File: src/rtl/sertx_pkg.sv
package sertx_pkg;
    localparam int TX_DATA_W  = 8;
    localparam int TX_MIN_DB  = TX_DATA_W - 3;
    localparam int TX_FRAME_W = TX_DATA_W + 4;
    localparam int TX_CNT_W   = $clog2(TX_FRAME_W + 1);

    typedef enum logic [2:0] {
        PAR_EVEN = 3'd0,
        PAR_ODD  = 3'd1,
        PAR_ZERO = 3'd2,
        PAR_ONE  = 3'd3,
        PAR_NONE = 3'd4
    } par_e;

    typedef struct packed {
        logic [1:0] dbits;
        par_e       par;
        logic       stop2;
    } tx_mode_t;

    typedef struct packed {
        logic [TX_FRAME_W-1:0] bits;
        logic [TX_CNT_W-1:0]   len;
    } tx_frame_t;

    function automatic logic par_has(input par_e p);
        return (p == PAR_EVEN) || (p == PAR_ODD) || (p == PAR_ZERO) || (p == PAR_ONE);
    endfunction

    function automatic logic par_value(input logic [TX_DATA_W-1:0] dm, input par_e p);
        case (p)
            PAR_EVEN: return ^dm;
            PAR_ODD:  return ~^dm;
            PAR_ONE:  return 1'b1;
            default:  return 1'b0;
        endcase
    endfunction
endpackage

File: src/rtl/sertx_framer.sv
module sertx_framer
    import sertx_pkg::*;
(
    input  logic [TX_DATA_W-1:0] data,
    input  tx_mode_t             mode,
    output tx_frame_t            frame
);
    logic [TX_CNT_W-1:0]  nd;
    logic [TX_CNT_W-1:0]  pidx;
    logic [TX_DATA_W-1:0] dmask;
    logic                 has_p;

    assign nd    = TX_CNT_W'(TX_MIN_DB) + TX_CNT_W'(mode.dbits);
    assign pidx  = nd + TX_CNT_W'(1);
    assign has_p = par_has(mode.par);

    always_comb begin
        dmask = '0;
        for (int i = 0; i < TX_DATA_W; i++) begin
            if (i < int'(nd)) dmask[i] = data[i];
        end
        frame.bits    = '1;
        frame.bits[0] = 1'b0;
        for (int i = 0; i < TX_DATA_W; i++) begin
            if (i < int'(nd)) frame.bits[1+i] = dmask[i];
        end
        if (has_p) frame.bits[pidx] = par_value(dmask, mode.par);
        frame.len = TX_CNT_W'(2) + nd + TX_CNT_W'(has_p) + TX_CNT_W'(mode.stop2);
    end
endmodule

File: src/rtl/sertx_hold.sv
module sertx_hold
    import sertx_pkg::*;
(
    input  logic                 clk,
    input  logic                 rst,
    input  logic                 en,
    input  logic                 wr_en,
    input  logic [TX_DATA_W-1:0] wr_data,
    input  logic                 take,
    output logic [TX_DATA_W-1:0] hold_q,
    output logic                 full,
    output logic                 ready
);
    assign ready = en && !full;

    always_ff @(posedge clk) begin
        if (rst) begin
            hold_q <= '0;
            full   <= 1'b0;
        end else if (take) begin
            full   <= 1'b0;
        end else if (wr_en && ready) begin
            hold_q <= wr_data;
            full   <= 1'b1;
        end
    end


    ignored_wr_chk: assert property (@(posedge clk) disable iff (rst)
        (wr_en && !ready && !take) |=> ($stable(hold_q) && $stable(full)));


    accept_wr_chk: assert property (@(posedge clk) disable iff (rst)
        (wr_en && ready) |=> (full && hold_q == $past(wr_data)));
endmodule

File: src/rtl/sertx_shift.sv
module sertx_shift
    import sertx_pkg::*;
(
    input  logic      clk,
    input  logic      rst,
    input  logic      bit_tick,
    input  logic      go_ok,
    input  tx_frame_t frame,
    output logic      txd,
    output logic      busy,
    output logic      take
);
    logic [TX_FRAME_W-1:0] sh;
    logic [TX_CNT_W-1:0]   cnt;
    logic                  slot_free;

    assign slot_free = !busy || (cnt == '0);
    assign take      = bit_tick && slot_free && go_ok;

    always_ff @(posedge clk) begin
        if (rst) begin
            txd  <= 1'b1;
            busy <= 1'b0;
            sh   <= '0;
            cnt  <= '0;
        end else if (bit_tick) begin
            if (slot_free) begin
                if (go_ok) begin
                    txd  <= frame.bits[0];
                    sh   <= frame.bits >> 1;
                    cnt  <= frame.len - TX_CNT_W'(1);
                    busy <= 1'b1;
                end else begin
                    txd  <= 1'b1;
                    busy <= 1'b0;
                end
            end else begin
                txd <= sh[0];
                sh  <= sh >> 1;
                cnt <= cnt - TX_CNT_W'(1);
            end
        end
    end


    start_bit_chk: assert property (@(posedge clk) disable iff (rst)
        take |=> (!txd && busy));


    txd_tick_chk: assert property (@(posedge clk) disable iff (rst)
        !bit_tick |=> $stable(txd));


    idle_mark_chk: assert property (@(posedge clk) disable iff (rst)
        !busy |-> txd);
endmodule

File: src/rtl/sertx_chan.sv
module sertx_chan
    import sertx_pkg::*;
(
    input  logic                 clk,
    input  logic                 rst,
    input  logic                 bit_tick,
    input  logic                 cmd_enable,
    input  logic                 cmd_disable,
    input  logic                 wr_en,
    input  logic [TX_DATA_W-1:0] wr_data,
    input  logic [1:0]           mode_dbits,
    input  logic [2:0]           mode_par,
    input  logic                 mode_stop2,
    output logic                 txd,
    output logic                 tx_ready,
    output logic                 tx_empty
);
    logic                 en_q;
    logic                 full;
    logic                 busy;
    logic                 take;
    logic [TX_DATA_W-1:0] hold_q;
    tx_mode_t             mode;
    tx_frame_t            frame;

    assign mode.dbits = mode_dbits;
    assign mode.par   = par_e'(mode_par);
    assign mode.stop2 = mode_stop2;

    always_ff @(posedge clk) begin
        if (rst)              en_q <= 1'b0;
        else if (cmd_disable) en_q <= 1'b0;
        else if (cmd_enable)  en_q <= 1'b1;
    end

    sertx_hold hold_i (
        .clk(clk), .rst(rst), .en(en_q), .wr_en(wr_en), .wr_data(wr_data),
        .take(take), .hold_q(hold_q), .full(full), .ready(tx_ready)
    );

    sertx_framer framer_i (
        .data(hold_q), .mode(mode), .frame(frame)
    );

    sertx_shift shift_i (
        .clk(clk), .rst(rst), .bit_tick(bit_tick), .go_ok(full && en_q),
        .frame(frame), .txd(txd), .busy(busy), .take(take)
    );

    assign tx_empty = !full && !busy;


    ready_needs_en_chk: assert property (@(posedge clk) disable iff (rst)
        tx_ready |-> en_q);


    off_stays_idle_chk: assert property (@(posedge clk) disable iff (rst)
        (!en_q && !busy) |=> !busy);


    empty_mark_chk: assert property (@(posedge clk) disable iff (rst)
        tx_empty |-> txd);
endmodule

File: config.mk
export PLATFORM = sky130hd
export DESIGN_NAME = sertx_chan
export DESIGN_NICKNAME = d
export VERILOG_FILES = /design/src/rtl/sertx_pkg.sv /design/src/rtl/sertx_framer.sv /design/src/rtl/sertx_hold.sv /design/src/rtl/sertx_shift.sv /design/src/rtl/sertx_chan.sv
export SDC_FILE = /design/constraint.sdc
export NUM_CORES = 1
export LEC_CHECK = 0
export BUFFER_PORTS_ARGS = -buffer_cell sky130_fd_sc_hd__buf_4
export CORE_UTILIZATION = 30
export CTS_BUF_LIST = sky130_fd_sc_hd__clkbuf_8
export CTS_CLUSTER_SIZE = 28
export DETAILED_ROUTE_END_ITERATION = 12
export SETUP_SLACK_MARGIN = 0.1
export SLEW_MARGIN = 10
export SYNTH_ARGS = -nofsm -noshare
export SYNTH_HDL_FRONTEND = slang
export SYNTH_SLANG_ARGS = --single-unit
File: constraint.sdc
create_clock -name clk -period 2.9 [get_ports clk]
set_input_delay 0.58 -clock clk [delete_from_list [all_inputs] [get_ports clk]]
set_output_delay 0.58 -clock clk [all_outputs]
set_load 0.02 [all_outputs]
==> impl_results.md, run 1 <==
- Status: completed
- Die area: 6000 um^2
- CTS sink cnt: 27
- EDFF count, synth: 0
- Simple-Gate Fraction of Synth Area: 0.196
- Arrival time worst endpoint: 2.69 ns
- First-pass GRT wire length: 7000 um
- Post-synth top area share: 0.316
- CP endpoint kind: flip-flop
- Minimum clock period: 2.50 ns
- Layout cells sized above 1: 0.173
- Worst-case clock buffer depth: 2
- Starting DRT DRC Count: 94
- Vias in the first global route: 1428
- MaxCap Viol Count: 0
- Largest family of logic cells by synthesized area: compound AO/OA/AOI/OAI gates
- Relative slew margins: 0.554
- # setup viols final: 0
- Pwr Total: 0.719 mW
- CP Max Fanout: 6
- Register area share after synthesis: 0.316
- Yosys warning total: 0
- Critical path required time: 3.09 ns
- Post-cts sizing count: 0
- Avg WL per Cell: 13.9 um
- TritonCTS clock tree: done
- Total negative slack: 0 ns
- Clk_skew: 0.00541 ns
- Commonest non-fill, non-tap cells in the layout: 27 x dfxtp_1, 26 x buf_4, 24 x nor2_1
- Worst skew pair latency: 0.27 ns
- Initial antenna violation count: 0
- Area share of fa/ha/maj cells after synthesis: 0.107
- Root buf cell: clkbuf_8
- Hold Crit Class: input pin to flip-flop
- Antenna viol nets, final: 0
- Worst Setup Start Kind: input pin
- Total number of vias: 1489
- P_leak: 0.834 nW
- Fin. max-slew vios: 0
- Multiplexer area fraction after synthesis: 0.0593
- WS Path Type: input pin to flip-flop
- Die Wd: 77.5 um
- Final WL: 4120 um
- Routability-driven placement congestion ratio: 0.862
- Global Route Usage Sum: 0.148
- Post-synthesis compound-gate area fraction: 0.202
- Synth cell types: 44
- Site Rows: 27
- Synth Net Count: 238
- Pin slew with the least headroom to its limit: 0.669 ns
- Worst VDD drop: 0.273 mV
- NumNets Final: 260
- Inserted Clock Buffers: 3
- Largest net degree at the start of global routing: 31
- Max Clock Freq: 0.400 GHz
- Initial core utilization: 0.310
- Avg Cell Area, Syn: 8.38 um^2
- Mean number of vias per cell: 5.01
- Cell taking the most area after synthesis: dfxtp_1
- Hold buffers post-CTS: 0
- Die H: 77.5 um
- RSZ-0062 raised after global routing: no
- Power density over the cells: 363 nW/um^2
- Area Overhead vs Synth: 15.8%
- Final Cycle Share: 0.862
- Yosys reg bits: 27
- Top_reg_cell synth: dfxtp_1
- Port Buf Inserts: 22
- ANT cells: 0
- Core Footprint: 5510 um^2
- Most common cell after layout, fill and taps aside: dfxtp_1
- Synth Area in XOR/XNOR: 0.0490
- Estimated wirelength of the detail-placed design: 3010 um
- Synth Cell Area: 1710 um^2
- Global route overflow: 0
- H-tree depth: 1
- Detailed Routing Iterations Pass 1: 4
- Share of synthesized registers carrying an async set or reset: 0
- Cells after Synth: 204
- Post-CTS Setup Repair Bufs: 0
- Num ports: 23
- Area contributors post-synth: dfxtp_1 32%, ha_1 9.5%, mux2i_1 5.3%, nor2_1 5.3%, a21oi_1 3.8%
- Worst-path clk slew: 0.10 ns
- Final hold vios: 0
- DR DRC count: 0
-- worst paths after layout --
kind                                from  depth (start not counted)                     endpoint  slack, ns
max                        mode_dbits[0]                         11  shift_i.sh[10]$_SDFFE_PP0P_       0.40
min reg2reg  shift_i.cnt[1]$_SDFFE_PP0P_                          2  shift_i.cnt[1]$_SDFFE_PP0P_       0.47
min                          cmd_disable                          2            en_q$_SDFFE_PP0P_       0.45
max reg2reg  shift_i.cnt[0]$_SDFFE_PP0P_                          7  shift_i.sh[10]$_SDFFE_PP0P_       0.68
-- power by group --
part	leakage (nW)	total [mW]	internal [mW]	switching (mW)
logic	0.589	0.120	0.0567	0.0637
registers	0.218	0.382	0.376	0.00556
clock network	0.0269	0.217	0.0951	0.122
-- worst max-delay path: stages --
cell and delay, ns:
buf_4 0.14, inv_1 0.13, ha_1 0.16, inv_1 0.06, ha_1 0.19, nor2b_1 0.14, xnor2_1 0.16, xnor3_1 0.38
nor2_4 0.13, mux2_2 0.37, a311oi_1 0.26
-- synthesized netlist by cell type, drive strengths merged, types with 5 or more instances --
| cell type | number |
|---|---|
| ha | 13 |
| a211o | 5 |
| xnor2 | 5 |
| o21ai | 9 |
| dfxtp | 27 |
| nand3 | 8 |
| a21oi | 13 |
| clkbuf | 6 |
| nor3 | 5 |
| nand2 | 17 |
| mux2i | 9 |
| inv | 16 |
| nor2 | 25 |
-- metal layers --
layer,GRT usage,part of all wire,vias up
met2,0.237,0.47,34
met1,0.205,0.48,689
met3,0.0294,0.041,4
met5,0,0,-
met4,0.0321,0.0075,0
li1,-,-,762
-- layout make-up --
type	count	area, um^2
Clock buffer	3	41.3
Clock inverter	1	3.75
Sequential cell	27	541
Timing Repair Buffer	26	195
Multi-Input combinational cell	152	1050
Inverter	16	60.1
Fill cell	588	3530
Tap cell	72	90.1
-- cells by family after synthesis --
kind of cell,count (synthesis)
AOI/OAI and AO/OA,50
xor gates and xnor gates,8
adders and majority gates,14
buffers and inverters,25
DFF,27
muxes,10
and+or+nand+nor,70
-- state kept, by name (all words and copies together), names as in the netlist --
| name | count |
|---|---|
| shift_i.sh | 11 |
| hold_i.hold_q | 8 |
| shift_i.cnt | 4 |
| en_q | 1 |
| hold_i.full | 1 |
| shift_i.busy | 1 |
| shift_i.txd | 1 |
-- per-stage QoR --
step,utilization,instances,instance area [um^2],setup slack (ns),hold slack [ns]
after floorplan,-,204,1710,0.405,0.441
after global placement,0.351,293,1930,0.181,0.456
after detailed placement,0.351,293,1930,0.137,0.462
after CTS,0.359,297,1980,0.417,0.443
after global routing,0.359,297,1980,0.220,0.436
final,0.359,297,1980,0.401,0.450
Note: power is estimated with default switching activity, not from simulation.
==> run 2, diff against run 1 <==
--- a/config.mk
+++ b/config.mk
@@ -6,10 +6,12 @@
 export NUM_CORES = 1
 export LEC_CHECK = 0
 export BUFFER_PORTS_ARGS = -buffer_cell sky130_fd_sc_hd__buf_4
-export CORE_UTILIZATION = 30
+export CORE_MARGIN = 3
+export CORE_UTILIZATION = 47
 export CTS_BUF_LIST = sky130_fd_sc_hd__clkbuf_8
 export CTS_CLUSTER_SIZE = 28
 export DETAILED_ROUTE_END_ITERATION = 12
+export PLACE_DENSITY = 0.67
 export SETUP_SLACK_MARGIN = 0.1
 export SLEW_MARGIN = 10
 export SYNTH_ARGS = -nofsm -noshare
==> impl_results.md, run 2 (same netlist as run 1, synthesis figures left out) <==
- Status: completed
- CP Max Fanout: 6
- WL met2: 2060 um
- Total negative slack: 0 ns
- Antenna viol nets, final: 0
- WS Path Type: input pin to flip-flop
- P_int: 0.531 mW
- Slowest cell delay on critical path: 0.38 ns
- Worst-path clk slew: 0.10 ns
- Crit-path cells: buf_4, ha_1, inv_1, ha_1, nor2b_1, xnor2_1, xnor3_1, nor2_4, mux2_2, a311oi_1
- RSZ-0062 raised after global routing: no
- Inserted Clock Buffers: 3
- H-tree depth: 1
- P_leak: 0.824 nW
- Worst-case clock buffer depth: 2
- Fin. max-slew vios: 0
- MaxCap Viol Count: 0
- Detailed Routing Iterations Pass 1: 4
- Area Overhead vs Synth: 13.7%
- Mean number of vias per cell: 5.80
- Worst Setup Start Kind: input pin
- Estimated wirelength of the detail-placed design: 3120 um
- Hold Crit Class: input pin to flip-flop
- Wire length on met1: 1740 um
- CP endpoint kind: flip-flop
- # setup viols final: 0
- Clk_skew: 0.00828 ns
- Minimum clock period: 2.55 ns
- Top reg by flops: shift_i.sh
- Cell mode on critical path: ha_1
- Largest net degree at the start of global routing: 31
- Slowest library cell on the worst path: xnor3_1
- TritonCTS clock tree: done
- Total number of vias: 1567
- Top sig layer: met4
- Die H: 66.3 um
- Pwr Total: 0.732 mW
- Clock network power share: 0.312
- DR DRC count: 0
- Min Hold Slack: 0.438 ns
- Sw Pwr: 0.201 mW
- NumNets Final: 259
- Relative slew margins: 0.558
- Final WL: 4090 um
- Largest register FFs: 11
- Die Wd: 66.3 um
- Global route overflow: 0
- Max Clock Freq: 0.392 GHz
- ANT cells: 0
- Gate power share: 0.165
- Most common cell after layout, fill and taps aside: dfxtp_1
- Initial core utilization: 0.500
- Routability-driven placement congestion ratio: 0.902
- Final hold vios: 0
- Initial antenna violation count: 0
- Final Cycle Share: 0.880
- Site Rows: 21
- Post-cts sizing count: 0
- Length of routed met3 wiring: 223 um
- Root buf cell: clkbuf_8
- Inst Count DP: 266
- Arrival time worst endpoint: 2.75 ns
- Die area: 4400 um^2
- Post-CTS Setup Repair Bufs: 0
- Worst skew pair latency: 0.28 ns
- Num ports: 23
- Seq pwr share: 0.522
- Commonest non-fill, non-tap cells in the layout: 27 x dfxtp_1, 25 x buf_4, 24 x nor2_1
- Pin slew with the least headroom to its limit: 0.656 ns
- Layout cells sized above 1: 0.174
- Worst VDD drop: 0.197 mV
- Hold buffers post-CTS: 0
- CTS sink cnt: 27
- Vias in the first global route: 1555
- Power density over the cells: 377 nW/um^2
- Critical path required time: 3.10 ns
- Reg2Reg Setup Slack: 0.66 ns
- Non-Filler Instances: 270
- Switching fraction of total power: 0.274
- Regs by FF count: shift_i.sh (11), hold_i.hold_q (8), shift_i.cnt (4)
- First-pass GRT wire length: 7150 um
- Starting DRT DRC Count: 109
- Core Footprint: 3420 um^2
- Port Buf Inserts: 22
- Avg WL per Cell: 15.1 um
- Global Route Usage Sum: 0.209
-- run 2: changes by cell type in the layout (fill, tap and decap cells not counted), sizes merged --
cell,previous run,this run
clkinvlp,0,1
inv,17,16
buf,26,25
-- run 2: power groups by stage --
stage | Clock (mW) | Combinational, mW | Sequential, mW
finish | 0.229 | 0.121 | 0.382
global route | 0.244 | 0.136 | 0.383
CTS | 0.231 | 0.122 | 0.382
detailed placement | 0 | 0.121 | 0.391
global placement | 0 | 0.118 | 0.390
floorplan | 0 | 0.0764 | 0.390
-- run 2: stage by stage --
stage               cell area [um^2]  utilization  worst slack [ns]
finish                          1940        0.569             0.347
detailed placement              1890        0.555            0.0627
CTS                             1940        0.569             0.348
floorplan                       1710            -             0.405
global placement                1890        0.555             0.167
global route                    1940        0.569             0.166
-- run 2: metal layers --
layer,up-vias,GRT usage
met4,0,0.0685
met3,6,0.0306
met2,48,0.358
met5,-,0
met1,757,0.265
li1,756,-
-- run 2: worst paths after layout --
check | from | end | cells after the start
hold / removal | cmd_disable | en_q$_SDFFE_PP0P_ | 2
hold reg to reg | shift_i.cnt[1]$_SDFFE_PP0P_ | shift_i.cnt[1]$_SDFFE_PP0P_ | 2
setup / recovery | mode_dbits[0] | shift_i.sh[10]$_SDFFE_PP0P_ | 10
setup reg to reg | shift_i.cnt[0]$_SDFFE_PP0P_ | shift_i.sh[10]$_SDFFE_PP0P_ | 7
-- run 2: area by class of cell --
type / instances / area (um^2)
fill: 329 / 1470
multi-input combinational: 152 / 1050
sequential: 27 / 541
timing repair buffer: 25 / 188
inverter: 16 / 60.1
tap: 46 / 57.6
clock buffer: 3 / 41.3
clock inverter: 1 / 7.51
-- run 2: worst max-delay path: cells and delay by family --
kind	cells	cell delay [ns]
fa+ha+maj	2	0.50
xor+xnor	2	0.54
mux	1	0.37
simple gates	2	0.30
buf+inv	2	0.21
compound gates	1	0.25
